`src/rtl/orient_dbnc_pkg.sv`:
```
package orient_dbnc_pkg;
  localparam int RATE_W = 3;
  localparam int MODE_W = 2;
  localparam int STEP_LOG_W = 3;
  localparam int MAX_STEP_LOG = 7;

  typedef enum logic [MODE_W-1:0] {
    OSM_NORMAL = 2'd0,
    OSM_LNLP   = 2'd1,
    OSM_HIRES  = 2'd2,
    OSM_LOWPWR = 2'd3
  } os_mode_e;

  // log2 of base ticks per debounce step
  function automatic logic [STEP_LOG_W-1:0] step_log2(input logic [RATE_W-1:0] rate,
                                                      input logic [MODE_W-1:0] mode);
    logic [STEP_LOG_W-1:0] r;
    case (os_mode_e'(mode))
      OSM_HIRES:  r = (rate == '0) ? 3'd0 : 3'd1;
      OSM_NORMAL: r = (rate <= 3'd4) ? rate : 3'd4;
      OSM_LNLP:   r = (rate <= 3'd4) ? rate : 3'd6;
      default:    r = (rate <= 3'd4) ? rate : ((rate == 3'd5) ? 3'd6 : 3'd7);
    endcase
    return r;
  endfunction
endpackage

```
`src/rtl/orient_ctx_watch.sv`:
```
module orient_ctx_watch
  import orient_dbnc_pkg::*;
(
  input  logic              clk_i,
  input  logic              rst_ni,
  input  logic [RATE_W-1:0] rate_i,
  input  logic [MODE_W-1:0] mode_i,
  input  logic              sleep_i,
  output logic              cfg_restart_o,
  output logic              sleep_edge_o
);
  logic [RATE_W-1:0] rate_q;
  logic [MODE_W-1:0] mode_q;
  logic              sleep_q;

  always_ff @(posedge clk_i or negedge rst_ni) begin
    if (!rst_ni) begin
      rate_q  <= '0;
      mode_q  <= '0;
      sleep_q <= 1'b0;
    end else begin
      rate_q  <= rate_i;
      mode_q  <= mode_i;
      sleep_q <= sleep_i;
    end
  end

  assign cfg_restart_o = (rate_i != rate_q) || (mode_i != mode_q);
  assign sleep_edge_o  = sleep_i ^ sleep_q;

  assert_sleep_edge_R7: assert property (@(posedge clk_i) disable iff (!rst_ni)
    (sleep_i != $past(sleep_i)) |-> sleep_edge_o);
endmodule

```
`src/rtl/orient_step_prescaler.sv`:
```
module orient_step_prescaler
  import orient_dbnc_pkg::*;
#(
  parameter int MAX_LOG = MAX_STEP_LOG
) (
  input  logic                  clk_i,
  input  logic                  rst_ni,
  input  logic                  base_tick_i,
  input  logic                  restart_i,
  input  logic [STEP_LOG_W-1:0] log2_i,
  output logic                  step_o
);
  localparam int CNT_W = (MAX_LOG < 1) ? 1 : MAX_LOG;

  logic [CNT_W-1:0] cnt_q;
  logic [CNT_W:0]   div_w;
  logic [CNT_W-1:0] last_val;
  logic             at_last;

  assign div_w    = (CNT_W+1)'(1) << log2_i;
  assign last_val = CNT_W'(div_w - 1'b1);
  assign at_last  = (cnt_q == last_val);
  assign step_o   = base_tick_i && at_last && !restart_i;

  always_ff @(posedge clk_i or negedge rst_ni) begin
    if (!rst_ni)          cnt_q <= '0;
    else if (restart_i)   cnt_q <= '0;
    else if (base_tick_i) cnt_q <= at_last ? '0 : cnt_q + 1'b1;
  end

  assert_cnt_in_range_R2: assert property (@(posedge clk_i) disable iff (!rst_ni)
    !restart_i |-> (cnt_q <= last_val));
  assert_step_wraps_R2: assert property (@(posedge clk_i) disable iff (!rst_ni)
    step_o |=> (cnt_q == '0));
  assert_restart_phase_R8: assert property (@(posedge clk_i) disable iff (!rst_ni)
    restart_i |=> (cnt_q == '0) && !(step_o && log2_i != '0));
endmodule

```
`src/rtl/orient_dbnc_core.sv`:
```
module orient_dbnc_core #(
  parameter int ORIENT_W = 3,
  parameter int DBNC_W   = 8
) (
  input  logic                clk_i,
  input  logic                rst_ni,
  input  logic [ORIENT_W-1:0] cand_i,
  input  logic [DBNC_W-1:0]   load_i,
  input  logic                step_i,
  input  logic                reload_req_i,
  output logic [ORIENT_W-1:0] orient_o,
  output logic                change_o
);
  logic [ORIENT_W-1:0] cand_q, orient_q;
  logic [DBNC_W-1:0]   remain_q;
  logic                change_q;
  logic                reload, accept;

  // candidate must be steady and differ from the reported value to be counted
  assign reload = reload_req_i || (cand_i != cand_q) || (cand_i == orient_q);
  assign accept = !reload && step_i && (remain_q == '0);

  always_ff @(posedge clk_i or negedge rst_ni) begin
    if (!rst_ni) begin
      cand_q   <= '0;
      orient_q <= '0;
      remain_q <= '0;
      change_q <= 1'b0;
    end else begin
      cand_q   <= cand_i;
      change_q <= accept;
      if (accept) orient_q <= cand_i;
      if (reload)                         remain_q <= load_i;
      else if (step_i && remain_q != '0)  remain_q <= remain_q - 1'b1;
    end
  end

  assign orient_o = orient_q;
  assign change_o = change_q;

  assert_pulse_single_R5: assert property (@(posedge clk_i) disable iff (!rst_ni)
    change_q |=> !change_q);
  assert_orient_with_pulse_R5: assert property (@(posedge clk_i) disable iff (!rst_ni)
    !$stable(orient_q) |-> change_q);
  assert_accept_on_step_R9: assert property (@(posedge clk_i) disable iff (!rst_ni)
    $rose(change_q) |-> $past(step_i));
  assert_reload_value_R6: assert property (@(posedge clk_i) disable iff (!rst_ni)
    reload |=> (remain_q == $past(load_i)));
  assert_hold_without_step_R6: assert property (@(posedge clk_i) disable iff (!rst_ni)
    (!reload && !step_i) |=> $stable(remain_q));
endmodule

```
`src/rtl/orient_debounce.sv`:
```
module orient_debounce
  import orient_dbnc_pkg::*;
#(
  parameter int ORIENT_W = 3,
  parameter int DBNC_W   = 8
) (
  input  logic                clk_i,
  input  logic                rst_ni,
  input  logic                base_tick_i,
  input  logic [ORIENT_W-1:0] cand_i,
  input  logic [DBNC_W-1:0]   dbnc_cnt_i,
  input  logic [2:0]          rate_i,
  input  logic [1:0]          mode_i,
  input  logic                sleep_i,
  output logic [ORIENT_W-1:0] orient_o,
  output logic                change_o
);
  logic                  cfg_restart, sleep_edge, step_tick;
  logic [STEP_LOG_W-1:0] log2_sel;

  assign log2_sel = step_log2(rate_i, mode_i);

  orient_ctx_watch u_ctx (
    .clk_i         (clk_i),
    .rst_ni        (rst_ni),
    .rate_i        (rate_i),
    .mode_i        (mode_i),
    .sleep_i       (sleep_i),
    .cfg_restart_o (cfg_restart),
    .sleep_edge_o  (sleep_edge)
  );

  orient_step_prescaler #(.MAX_LOG(MAX_STEP_LOG)) u_pre (
    .clk_i       (clk_i),
    .rst_ni      (rst_ni),
    .base_tick_i (base_tick_i),
    .restart_i   (cfg_restart),
    .log2_i      (log2_sel),
    .step_o      (step_tick)
  );

  orient_dbnc_core #(.ORIENT_W(ORIENT_W), .DBNC_W(DBNC_W)) u_core (
    .clk_i        (clk_i),
    .rst_ni       (rst_ni),
    .cand_i       (cand_i),
    .load_i       (dbnc_cnt_i),
    .step_i       (step_tick),
    .reload_req_i (cfg_restart || sleep_edge),
    .orient_o     (orient_o),
    .change_o     (change_o)
  );

  assert_tick_gated_R2: assert property (@(posedge clk_i) disable iff (!rst_ni)
    $rose(change_o) |-> $past(base_tick_i));
  assert_no_accept_on_cfg_R8: assert property (@(posedge clk_i) disable iff (!rst_ni)
    cfg_restart |=> !change_o);
  assert_reset_idle_R1: assert property (@(posedge clk_i)
    !rst_ni |-> (orient_o == '0) && !change_o);
endmodule

```
`config.mk`:
```
export PLATFORM = sky130hd
export DESIGN_NAME = orient_debounce
export DESIGN_NICKNAME = d
export VERILOG_FILES = /design/src/rtl/orient_dbnc_pkg.sv /design/src/rtl/orient_ctx_watch.sv /design/src/rtl/orient_step_prescaler.sv /design/src/rtl/orient_dbnc_core.sv /design/src/rtl/orient_debounce.sv
export SDC_FILE = /design/constraint.sdc
export NUM_CORES = 1
export LEC_CHECK = 0
export BUFFER_PORTS_ARGS = -buffer_cell sky130_fd_sc_hd__buf_4
export CORE_ASPECT_RATIO = 1.1
export CORE_MARGIN = 2
export CORE_UTILIZATION = 46
export DETAILED_ROUTE_END_ITERATION = 7
export PLACE_DENSITY = 0.66
export SYNTH_ARGS = -nofsm -noshare
export SYNTH_HDL_FRONTEND = slang
export SYNTH_SLANG_ARGS = --single-unit
```
`constraint.sdc`:
```
create_clock -name clk_i -period 2.52 [get_ports clk_i]
set_input_delay 0.63 -clock clk_i [delete_from_list [all_inputs] [get_ports clk_i]]
set_output_delay 0.63 -clock clk_i [all_outputs]
set_load 0.02 [all_outputs]
```
==> results by stage <==
Yosys:
- The number of warnings issued by yosys is 0.
- The flip-flop and latch count after synthesis is 28.
- The number of nets produced by synthesis is 208.
- The post-synthesis instance total is 184.
- The primary flip-flop cell chosen by synthesis mapping is sky130_fd_sc_hd__dfrtp_1.
- A synthesized cell averages 10.1 µm².
- The number of distinct library cell variants in the gate-level netlist after synthesis is 52.
- The share of the Yosys chip area taken by registers is 0.376.
- Yosys mapped a number of flops with a built-in enable equal to 0.
- The post-synthesis instance area is 1860 µm².
- The proportion of register bits with asynchronous set or reset after synthesis is 1.00.

Placed design:
- The count of port buffers added during placement is 23.
- The congestion estimate from routability-driven global placement came to 0.836.
- Once detailed placement completed, the half-perimeter wirelength came to 3480 µm.

Pwr:
- The internal power is 789 µW.
- In this run the power density over the cells is 401 nW/µm².
- Of the total power, registers draw 0.449.
- The worst-case IR drop observed on VDD is 0.000219 V.
- Of the total power, the clock network draws 0.345.
- The combinational share of power is 0.206.
- The switching power as a share of total power is 0.259.
- The final total power is 1060 µW.
- The switching power summed over all nets is 276 µW.
- The total leakage power is 0.00114 µW.

Timing:
- The worst path in the final design needs a cycle of 2990 ps, including I/O delays and setup.
- The setup-violating endpoint count in the final report is 19.
- The worst max-slew margin expressed relative to the limit is 0.645.
- The minimum setup slack in the final design is -467 ps.
- The part of the cycle the worst path needs is 1.19.
- Setup repair after global routing could not meet its margin everywhere.
- The final number of max-transition violations was 0.
- Clock skew on the completed layout was measured at 10.0 ps.
- The transition time at the pin with the least slew margin is 528 ps.
- The count of final hold-check violations came to 0.
- Setup total negative slack on the finished layout was measured at -6550 ps.
- Static timing analysis puts the maximum clock frequency at 335 MHz.

Final layout:
- Relative to the synthesized area, the layout overhead comes to 42.7%.
- The number of nets at the end of the flow is 274.
- The fraction of final layout cells sized beyond drive strength 1 is 0.462.
- The repair_antennas step left the layout with diodes totalling 0.

Clocking:
- Clock tree synthesis inserted a total of 3 buffers.
- After clock tree synthesis, the flow added hold-fix buffers numbering 0.
- The maximum count of clock buffers along a single path is 2.
- Clock tree synthesis selected as its root buffer the cell sky130_fd_sc_hd__clkbuf_8.
- The later-pin clock latency in the skew report is 290 ps.
- The number of H-tree levels is 1.
- The total clock sinks is 28.
- After clock tree synthesis, the clock-pin slew on the worst setup and hold paths is 110 ps.
- The TritonCTS clock tree is yes.

Detailed routing:
- The number of violations reported at the end of detailed-routing iteration 0 is 115.
- After detailed routing, the number of remaining DRC violations is 0.
- The total detailed-routing wirelength is 5440 µm.
- The average detailed-routed wire length per instance is 18.1 µm.
- The post-detailed-route count of antenna-violating nets is 0.
- The length of the first detailed-routing pass in iterations is 4.
- The vias per cell is 5.90.
- The overall via count from detail_route is 1777.

Worst setup path:
- By startpoint and endpoint, the worst setup path is classified as input port to flip-flop.
- The worst setup path is launched from an input port.
- Across all register-to-register paths, the minimum setup slack is -120 ps.
- The signal arrival time at the worst endpoint is 3180 ps.
- The worst register-to-register path begins at u_core.remain_q[4].
- The capture instance of the worst register-to-register path is u_core.orient_o[0].
- In this run the worst path has a maximum fanout of 6.
- Data on the critical path is required at its endpoint by 2710 ps.
- The critical path endpoint category is a flip-flop.
- Counting cells, the worst reg-to-reg path comes to 7.

Floorplanning:
- The area inside the core boundary is 3930 µm².
- The die covers 4570 µm².
- 24 I/O pins were placed.
- The initial utilization of the core area, before any placement, comes to 0.473.
- The chip height is 70.7 µm.
- The floorplan row count is 24.
- The overall die width is 64.7 µm.

Status:
- The flow ran to the end, but the final reports show violations.
- The final reports fail on negative setup slack.

GRT:
- The largest net degree at the start of global routing is 29.
- The via count of the first global-routing pass came to 1888.
- The number of antenna violations at the first check in global routing came to 0.
- The first-pass GRT wire length is 8880 µm.
- The aggregate global-route resource usage is 0.246.
- The total overflow left after global routing is 0.

Run:
- The number of max-cap violations is 0.

Hold path:
- The tightest min-delay check is of the input port to async pin type.
[synthesized netlist by cell type (all sizes together), types with 4 or more instances]
| cell | instances | area (µm²) |
|---|---|---|
| dfrtp | 28 | 701 |
| nor2 | 14 | 55.1 |
| or4 | 12 | 97.6 |
| xor2 | 10 | 87.6 |
| a31oi | 9 | 62.6 |
| o31ai | 9 | 67.6 |
| inv | 8 | 30.0 |
| nand2 | 8 | 30.0 |
| buf | 6 | 61.3 |
| nand2b | 6 | 37.5 |
| nand3 | 6 | 30.0 |
| xnor2 | 6 | 60.1 |
| a21oi | 5 | 25.0 |
| a21o | 4 | 30.0 |
| and3 | 4 | 26.3 |
| ha | 4 | 50.1 |
| mux2 | 4 | 45.0 |
[power groups by stage]
stage                     logic, µW  registers, µW  clock network, µW
after floorplan                 103            481                  0
after global placement          177            483                  0
after detailed placement        183            485                  0
after CTS                       210            476                367
after global routing            237            479                386
final                           220            477                367
[kinds of logic after synthesis]
logic type,synth area share
simple gates,0.231
compound gates,0.194
fa+ha+maj,0.0269
xor+xnor,0.0793
mux,0.0242
buf+inv,0.0685
flops,0.376
[state kept, by name, summed over array words and instances, names as in the netlist]
name             count
u_core.remain_q      8
u_pre.cnt_q          7
u_core.cand_q        3
u_core.orient_o      3
u_ctx.rate_q         3
u_ctx.mode_q         2
u_core.change_o      1
u_ctx.sleep_q        1
[how the worst max path moves through the flow]
stage | slack [ps] | startpoint | to | cells past startpoint
6_report | -470 | rate_i[2] | u_core.remain_q[2] | 10
5_1_grt | -470 | rate_i[2] | u_core.remain_q[4] | 10
4_1_cts | -390 | rate_i[2] | u_core.remain_q[5] | 9
3_5_place_dp | -800 | rate_i[2] | u_core.orient_o[1] | 8
3_3_place_gp | -730 | rate_i[2] | u_core.orient_o[1] | 8
2_1_floorplan | -670 | rate_i[2] | u_core.orient_o[0] | 9
[stage by stage]
step	area (µm²)	utilization	instances	setup WS, ps	hold slack [ps]
detailed placement	2280	0.580	281	-801	554
finish	2660	0.675	301	-467	251
global route	2660	0.675	301	-467	271
floorplan	1910	-	184	-669	334
CTS	2560	0.651	294	-387	257
global placement	2280	0.580	281	-729	535
[layout by cell type (no fill, tap or decap), types with 4 or more instances in the layout]
master and instances:
sky130_fd_sc_hd__buf_4 60, sky130_fd_sc_hd__dfrtp_1 28, sky130_fd_sc_hd__nor2_1 12, sky130_fd_sc_hd__xor2_1 10, sky130_fd_sc_hd__buf_6 9, sky130_fd_sc_hd__inv_1 8, sky130_fd_sc_hd__nand2_1 8, sky130_fd_sc_hd__a31oi_1 8
sky130_fd_sc_hd__or4_1 7, sky130_fd_sc_hd__nand2b_1 6, sky130_fd_sc_hd__nand3_1 6, sky130_fd_sc_hd__xnor2_1 5, sky130_fd_sc_hd__o31ai_2 5, sky130_fd_sc_hd__or4_4 5, sky130_fd_sc_hd__o31ai_1 4
[final cells by class]
cell class	count	area [µm²]
inverters	8	30.0
multi-input cells	139	1220
clock inverters	1	30.0
repair buffers	70	567
clock buffers	3	41.3
fillers	301	1280
flip-flops and latches	28	701
well taps	52	65.1
[routing by layer]
layer | up-vias | track usage | wire, µm
li1 | 826 | - | -
met1 | 875 | 0.303 | 2260
met2 | 61 | 0.451 | 2860
met3 | 15 | 0.0238 | 175
met4 | 0 | 0.0804 | 136
met5 | - | 0 | 0
[worst max-delay path, stage by stage]
cell	delay, ps
sky130_fd_sc_hd__buf_8	100
sky130_fd_sc_hd__or3_4	390
sky130_fd_sc_hd__ha_4	190
sky130_fd_sc_hd__or3b_4	370
sky130_fd_sc_hd__a221oi_2	330
sky130_fd_sc_hd__o31ai_2	120
sky130_fd_sc_hd__a21o_2	280
sky130_fd_sc_hd__buf_4	170
sky130_fd_sc_hd__or4_1	400
sky130_fd_sc_hd__a31oi_1	190
[what timing repair did]
item | in CTS | in global routing
setup buffers | 9 | 7
gates resized for setup | 33 | 12
hold endpoints to repair | 0 | 0
endpoints found under the setup margin | 19 | 19
pin swaps | 20 | 10
cloned | 0 | 0
(Power assumes the default switching activity.)
